<file path="config.mk">
export PLATFORM = sky130hd
export DESIGN_NAME = irq_csr
export DESIGN_NICKNAME = d
export VERILOG_FILES = /design/src/rtl/irq_csr_pkg.sv /design/src/rtl/irq_mbox_select.sv /design/src/rtl/irq_flag_bank.sv /design/src/rtl/irq_csr.sv
export SDC_FILE = /design/constraint.sdc
export NUM_CORES = 1
export LEC_CHECK = 0
export BUFFER_PORTS_ARGS = -buffer_cell sky130_fd_sc_hd__buf_4
export CAP_MARGIN = 20
export CORE_ASPECT_RATIO = 1.75
export CORE_MARGIN = 4
export CORE_UTILIZATION = 35
export DETAILED_ROUTE_END_ITERATION = 12
export PLACE_DENSITY = 0.76
export SYNTH_ARGS = -nofsm -noshare
export SYNTH_HDL_FRONTEND = slang
export SYNTH_SLANG_ARGS = --single-unit
</file>
<file path="constraint.sdc">
create_clock -name clk -period 3.45 [get_ports clk]
set_clock_uncertainty 0.2 [all_clocks]
set_input_delay 0 -clock clk [delete_from_list [all_inputs] [get_ports clk]]
set_output_delay 0 -clock clk [all_outputs]
set_load 0.1 [all_outputs]
</file>
<file path="src/rtl/irq_csr_pkg.sv">
package irq_csr_pkg;

    localparam int unsigned CSR_W     = 32;
    localparam int unsigned NUM_FLAGS = 6;
    localparam int unsigned NUM_MBOX  = 4;
    localparam int unsigned SEL_W     = $clog2(NUM_MBOX);

    // flag index inside the flag bank; bank bit i maps to csr bit FLAG_LSB + i
    typedef enum logic [2:0] {
        FLG_MB_OUT  = 3'd0,
        FLG_MB_IN   = 3'd1,
        FLG_WR_DONE = 3'd2,
        FLG_RD_DONE = 3'd3,
        FLG_MST_ABT = 3'd4,
        FLG_TGT_ABT = 3'd5
    } flag_idx_e;

    localparam int unsigned FLAG_LSB     = 16;
    localparam int unsigned SUMMARY_BIT  = 23;
    localparam int unsigned EN_RD_DONE   = 15;
    localparam int unsigned EN_WR_DONE   = 14;
    localparam int unsigned EN_MB_IN     = 12;
    localparam int unsigned SEL_IN_LSB   = 10;
    localparam int unsigned EN_MB_OUT    = 4;
    localparam int unsigned SEL_OUT_LSB  = 0;
    localparam int unsigned TOP_LSB      = 24;
    localparam int unsigned TOP_W        = 8;

    typedef struct packed {
        logic [TOP_W-1:0] top_byte;
        logic             en_rd_done;
        logic             en_wr_done;
        logic             en_mb_in;
        logic [SEL_W-1:0] sel_in;
        logic             en_mb_out;
        logic [SEL_W-1:0] sel_out;
    } ctrl_t;

endpackage

</file>
<file path="src/rtl/irq_mbox_select.sv">
module irq_mbox_select #(
    parameter int unsigned N_SRC = 4,
    localparam int unsigned SW   = (N_SRC > 1) ? $clog2(N_SRC) : 1
) (
    input  logic [N_SRC-1:0] strobes,
    input  logic [SW-1:0]    sel,
    input  logic             enable,
    output logic             hit
);

    logic [N_SRC-1:0] match;

    for (genvar g = 0; g < N_SRC; g++) begin : g_src
        assign match[g] = strobes[g] && (sel == SW'(g));
    end

    assign hit = enable && (|match);

endmodule

</file>
<file path="src/rtl/irq_flag_bank.sv">
module irq_flag_bank #(
    parameter int unsigned N_FLAG = 6
) (
    input  logic              clk,
    input  logic              rst_n,
    input  logic [N_FLAG-1:0] set_evt,
    input  logic [N_FLAG-1:0] clr_req,
    output logic [N_FLAG-1:0] flags
);

    for (genvar g = 0; g < N_FLAG; g++) begin : g_flag
        always_ff @(posedge clk) begin
            if (!rst_n) begin
                flags[g] <= 1'b0;
            end else if (set_evt[g]) begin
                flags[g] <= 1'b1;
            end else if (clr_req[g]) begin
                flags[g] <= 1'b0;
            end
        end
    end

endmodule

</file>
<file path="src/rtl/irq_csr.sv">
module irq_csr
    import irq_csr_pkg::*;
(
    input  logic                clk,
    input  logic                rst_n,
    input  logic                wr_en,
    input  logic [CSR_W-1:0]    wr_data,
    output logic [CSR_W-1:0]    rd_data,
    input  logic                tgt_abort_evt,
    input  logic                mst_abort_evt,
    input  logic                rd_cnt_zero,
    input  logic                wr_cnt_zero,
    input  logic [NUM_MBOX-1:0] mb_in_wr,
    input  logic [NUM_MBOX-1:0] mb_out_rd,
    output logic                irq
);

    ctrl_t                ctrl_q;
    logic                 rdz_q;
    logic                 wrz_q;
    logic                 mb_in_hit;
    logic                 mb_out_hit;
    logic [NUM_FLAGS-1:0] set_evt;
    logic [NUM_FLAGS-1:0] clr_req;
    logic [NUM_FLAGS-1:0] flags;

    always_ff @(posedge clk) begin
        if (!rst_n) begin
            ctrl_q <= '0;
            rdz_q  <= 1'b0;
            wrz_q  <= 1'b0;
        end else begin
            rdz_q <= rd_cnt_zero;
            wrz_q <= wr_cnt_zero;
            if (wr_en) begin
                ctrl_q.top_byte   <= wr_data[TOP_LSB +: TOP_W];
                ctrl_q.en_rd_done <= wr_data[EN_RD_DONE];
                ctrl_q.en_wr_done <= wr_data[EN_WR_DONE];
                ctrl_q.en_mb_in   <= wr_data[EN_MB_IN];
                ctrl_q.sel_in     <= wr_data[SEL_IN_LSB +: SEL_W];
                ctrl_q.en_mb_out  <= wr_data[EN_MB_OUT];
                ctrl_q.sel_out    <= wr_data[SEL_OUT_LSB +: SEL_W];
            end
        end
    end

    irq_mbox_select #(.N_SRC(NUM_MBOX)) u_sel_in (
        .strobes (mb_in_wr),
        .sel     (ctrl_q.sel_in),
        .enable  (ctrl_q.en_mb_in),
        .hit     (mb_in_hit)
    );

    irq_mbox_select #(.N_SRC(NUM_MBOX)) u_sel_out (
        .strobes (mb_out_rd),
        .sel     (ctrl_q.sel_out),
        .enable  (ctrl_q.en_mb_out),
        .hit     (mb_out_hit)
    );

    always_comb begin
        set_evt              = '0;
        set_evt[FLG_TGT_ABT] = tgt_abort_evt;
        set_evt[FLG_MST_ABT] = mst_abort_evt;
        set_evt[FLG_RD_DONE] = rd_cnt_zero && !rdz_q && ctrl_q.en_rd_done;
        set_evt[FLG_WR_DONE] = wr_cnt_zero && !wrz_q && ctrl_q.en_wr_done;
        set_evt[FLG_MB_IN]   = mb_in_hit;
        set_evt[FLG_MB_OUT]  = mb_out_hit;
        clr_req = wr_en ? wr_data[FLAG_LSB +: NUM_FLAGS] : '0;
    end

    irq_flag_bank #(.N_FLAG(NUM_FLAGS)) u_flags (
        .clk     (clk),
        .rst_n   (rst_n),
        .set_evt (set_evt),
        .clr_req (clr_req),
        .flags   (flags)
    );

    always_comb begin
        rd_data                            = '0;
        rd_data[TOP_LSB +: TOP_W]          = ctrl_q.top_byte;
        rd_data[SUMMARY_BIT]               = |flags;
        rd_data[FLAG_LSB +: NUM_FLAGS]     = flags;
        rd_data[EN_RD_DONE]                = ctrl_q.en_rd_done;
        rd_data[EN_WR_DONE]                = ctrl_q.en_wr_done;
        rd_data[EN_MB_IN]                  = ctrl_q.en_mb_in;
        rd_data[SEL_IN_LSB +: SEL_W]       = ctrl_q.sel_in;
        rd_data[EN_MB_OUT]                 = ctrl_q.en_mb_out;
        rd_data[SEL_OUT_LSB +: SEL_W]      = ctrl_q.sel_out;
    end

    assign irq = |flags;

endmodule

</file>
Word level (Yosys, flattened, before mapping)
Cells that the tools add are included.
{ "totals": {"reg_bits": 24, "latch_bits": 0, "ram_bits": 0, "romBits": 0, "inputBits": 47, "out_inout_bits": 33, "n_memories": 0} }
{ "classes": {"addsub": 0, "multipliers": 0, "div": 0, "magnitude_cmp": 0, "n_eq_ne": 6, "shifts": 0, "mux": 13, "bitwise": 0, "n_reduce_logical": 27} }
{ "op_table": {"columns": ["op", "count"], "rows": [
  ["logical AND 1 bit", 14],
  ["2-to-1 mux 1 bit", 12],
  ["nonzero test 2 bit", 6],
  ["equality test 2 bit (second input constant)", 4],
  ["OR reduction 4 bit", 2],
  ["2-to-1 mux 6 bit", 1],
  ["OR reduction 6 bit", 1],
  ["equality test 2 x 1 -> 1 bit (second input constant)", 2],
  ["logical NOT 2 bit", 2],
  ["logical NOT 1 bit", 2]
]} }

Logic depth before layout (Yosys ltp)
{ "depth": {"ltp_word": 5, "ltp_mapped": 4, "mapped_depth_nobuf": 3} }

Modules after synthesis
From an unflattened synthesis, not the netlist that was laid out.
{ "hier_totals": {"hier_cells": 100, "area_unflattened_um2": 1132.3} }
{ "modules_own_cells": {"columns": ["module", "n_inst", "cells_each", "area_each_um2", "seq_area_each_um2"], "rows": [
  ["irq_csr", 1, 78, 827.0, 360.3],
  ["irq_flag_bank", 1, 18, 247.7, 120.1],
  ["irq_mbox_select", 2, 2, 28.8, 0.0]
]} }

Worst setup path after synthesis
No wires, ideal clock.
{ "synth_timing": {"path_kind": "register -> output", "start": "reg u_flags.flags[5]", "end": "out rd_data[23]", "arrival_ps": 2233, "t_required_ps": 3250, "path_slack_ps": 1017, "path_stages_with_launch": 4, "n_path_buf": 1, "path_cell_list": "dfxtp_1 -> nor4_1 -> nand2_1 -> buf_4"} }
{ "synth_between": {"elab_chain_cells": 1} }
{ "synth_rtl": {"columns": ["element", "line", "source"], "rows": [
  ["from (decl)", "irq_flag_bank.sv:8", "output logic [N_FLAG-1:0] flags"],
  ["from (signal, indexed assignment)", "irq_flag_bank.sv:14", "flags[g] <= 1'b0;"],
  ["from (signal, indexed assignment)", "irq_flag_bank.sv:16", "flags[g] <= 1'b1;"],
  ["from (signal, indexed assignment)", "irq_flag_bank.sv:18", "flags[g] <= 1'b0;"],
  ["OR reduction 6 bit", null, null],
  ["to (decl)", "irq_csr.sv:8", "output logic [CSR_W-1:0] rd_data,"]
]} }
No other way between the ends.

Worst setup path in the final report
{ "layout_timing": {"start": "in wr_data[16]", "end": "reg u_flags.flags[0]"} }
{ "layout_between": {"elab_chain_cells": 2} }
{ "layout_rtl": {"columns": ["element", "line", "source"], "rows": [
  ["from (decl)", "irq_csr.sv:7", "input logic [CSR_W-1:0] wr_data,"],
  ["2-to-1 mux 6 bit", "irq_csr.sv:69", "clr_req = wr_en ? wr_data[FLAG_LSB +: NUM_FLAGS] : '0;"],
  ["nonzero test 2 bit (no source line)", null, null]
]} }
No other way between the ends.
A chain may end at the register's enable or synchronous reset.

==> results.yml <==
synthesis:
  synthXorXnorAreaFrac_pct: 0
  synth-seq-cells: 24
  netlist_instances: 107
  synth-edff-count: 0
  synthTopCellsByArea: "dfxtp_1, mux2i_1, nor2b_1, buf_4, nand2_1"
  synth.avg_cell_area_um2: 10.0
  yosysUniqueCellTypes: 20
  synth_compound_area_share_pct: 4.09
  synth_top_family_by_area: "simple AND/OR/NAND/NOR gates"
  synthMostInstantiatedCell: "dfxtp_1"
  synth_ff_type: "dfxtp_1"
  yosys.area_share.simple_pct: 19.5
  netlist_area_um2: 1070
  synth_common_cells: "dfxtp_1, nor2b_1, mux2i_1, buf_4, nand2_1"
  yosysWarnings: 0
  async_reset_ff_share_pct: 0
  yosys.area_share.adder_pct: 0
  synth_top_area_cell: "dfxtp_1"
  synth_top_area_share_pct: 44.9
  ys_seq_area_share_pct: 44.9
  synth.mux.area_fraction_pct: 18.9
place:
  gp_congestion: 0.808
  port_buffers: 60
  pre_cts_slack_ps: 2190
pwr:
  power.total_mw: 0.796
  p_switching_mw: 0.316
  clockPowerShare_pct: 20.5
  ir_drop_v: 0.000211
  p_leak_nw: 0.989
  switching_share_pct: 39.7
  power.density_nw_per_um2: 394
  p_comb_share_pct: 41.2
  p_seq_share_pct: 38.4
  p_int_mw: 0.480
critical_path:
  slowest_stage: "dlygate4sd3_1"
  crit_required_ps: 3460
  cp-start-kind: "input pin"
  critical_path_arrival_ps: 2040
  path_max_fanout: 1
  end_kind: "flop"
  worst_path_most_repeated_cell: "dlygate4sd3_1"
  slowest_delay_ps: 590
  critical_path_class: "input pin to flop"
  path_cells: "dlygate4sd3_1, buf_4, nand2_1, nand3_1, dlygate4sd3_1, o311ai_1, dlygate4sd3_1"
final_layout:
  antenna_cells: 0
  final_net_count: 262
  area_delta_synth_final_pct: 88.7
  drive_gt1_share_pct: 30.5
run_status:
  status: "complete, no violations"
clock_tree:
  cts_setup_buffers: 0
  cts_buffers: 3
  clk_pin_slew_ps: 80
  cts.hold.buffers_added: 52
  clock_sinks: 24
  insertion_delay_ps: 260
  htree_num_levels: 1
  clock_path_buffers: 2
  cts_tree: "yes"
  post_cts_resized: 0
  root_buffer: "clkbuf_8"
timing:
  rsz0062_at_grt: "false"
  finalCriticalPeriod_ps: 2020
  setup_viol: 0
  finalMaxSlewViolations: 0
  fmax_mhz: 494
  tns_ps: 0
  finalCritPeriodShare_pct: 58.6
  timing.final.ws_setup_ps: 1430
  hold_viol: 0
global_routing:
  grt_pass1_wl_mm: 5.35
  grt_start_max_net_pins: 29
  antenna_found_initial: 0
  grt-ovfl-total: 0
  track_usage_pct: 17.3
  grt_pass1_vias: 1121
route:
  wl_mm: 3.41
  viasPerCell: 4.77
  drtAntennaViolNets: 0
  post-route-drc-count: 0
  drt_iter0_markers: 16
  first_pass_iters: 4
  wl_per_cell_um: 14.1
  vias: 1150
die:
  fp.dieH_um: 81.2
  start_util_pct: 36.6
  core_um2: 2930
  ios: 80
  dieWidth_um: 49.8
  row_count: 26
  die_area_um2: 4040
worst_hold_path:
  hold_path.class: "input pin to flop"
run:
  max_cap_violations: 0
[per-layer routing]
| metal | share of wire, % | vias up | GRT usage, % |
|---|---|---|---|
| li1 | - | 550 | - |
| met5 | 0 | - | 0 |
| met1 | 33 | 555 | 17.6 |
| met3 | 3.3 | 6 | 0.734 |
| met2 | 62 | 39 | 34.6 |
| met4 | 1.9 | 0 | 8.59 |
[cell usage in the layout (no fill, tap or decap)]
master         synthesis  routed
conb_1                 1       9
inv_1                  1       1
nand2_1               10      10
nand4_1                2       2
a32oi_1                1       1
and2_1                 2       2
clkbuf_8               0       3
mux2i_1               18      18
dlygate4sd3_1          0      52
nor2b_1               19      19
a21boi_0               1       1
mux2_2                 2       2
nor2_1                 1       1
buf_4                 13      60
nand3b_1               1       1
dfxtp_1               24      24
a21oi_1                2       2
nand3_1                2       2
o311ai_1               2       2
nor4_1                 1       1
[metrics by stage]
| step | util [%] | std cells | hold WS [ps] | area, um^2 |
|---|---|---|---|---|
| 2_1_floorplan | - | 115 | -78.3 | 1100 |
| 3_3_place_gp | 49.8 | 186 | 18.1 | 1460 |
| 3_5_place_dp | 49.8 | 186 | 25.1 | 1460 |
| 4_1_cts | 69.0 | 241 | 432 | 2020 |
| 5_1_grt | 69.0 | 241 | 474 | 2020 |
| 6_report | 69.0 | 241 | 441 | 2020 |
[layout make-up]
| type | count | area [um^2] |
|---|---|---|
| sequential | 24 | 480 |
| fill | 230 | 907 |
| clock buffer | 3 | 41.3 |
| multi-input combinational | 73 | 489 |
| inverter | 1 | 3.75 |
| tap | 28 | 35.0 |
| timing repair buffer | 112 | 971 |
[worst paths after layout]
check        depth (start not counted)        startpoint          endpoint  slack [ps]
max                                  7       wr_data[16]  u_flags.flags[0]        1430
min                                  4       mb_in_wr[0]  u_flags.flags[1]         440
max reg2reg                          4  u_flags.flags[0]  u_flags.flags[0]        1500
min reg2reg                          3       rd_data[24]       rd_data[24]         850
[sequential cells by signal (all words and copies together), names as in the netlist]
| signal | cells |
|---|---|
| rdz_q | 1 |
| wrz_q | 1 |
| rd_data | 16 |
| u_flags.flags | 6 |
[worst max-delay path, delay by kind of cell]
family,cells,cell delay (ps)
buffers and inverters,4,1830
and+or+nand+nor,2,150
AOI/OAI and AO/OA,1,70
[power groups by stage]
| stage | Sequential [mW] | Clock (mW) | Combinational (mW) |
|---|---|---|---|
| 3_3_place_gp | 0.310 | 0 | 0.276 |
| 3_5_place_dp | 0.311 | 0 | 0.278 |
| 6_report | 0.306 | 0.163 | 0.328 |
| 5_1_grt | 0.308 | 0.179 | 0.340 |
| 2_1_floorplan | 0.405 | 0 | 0.131 |
| 4_1_cts | 0.305 | 0.166 | 0.325 |
[cells by family (layout without fill, tap and decap cells)]
family | Yosys count | after routing
simple gates | 38 | 38
flops | 24 | 24
mux | 20 | 20
buf+inv | 18 | 116
compound gates | 6 | 6
other cells | 1 | 9
(Power assumes the default switching activity.)
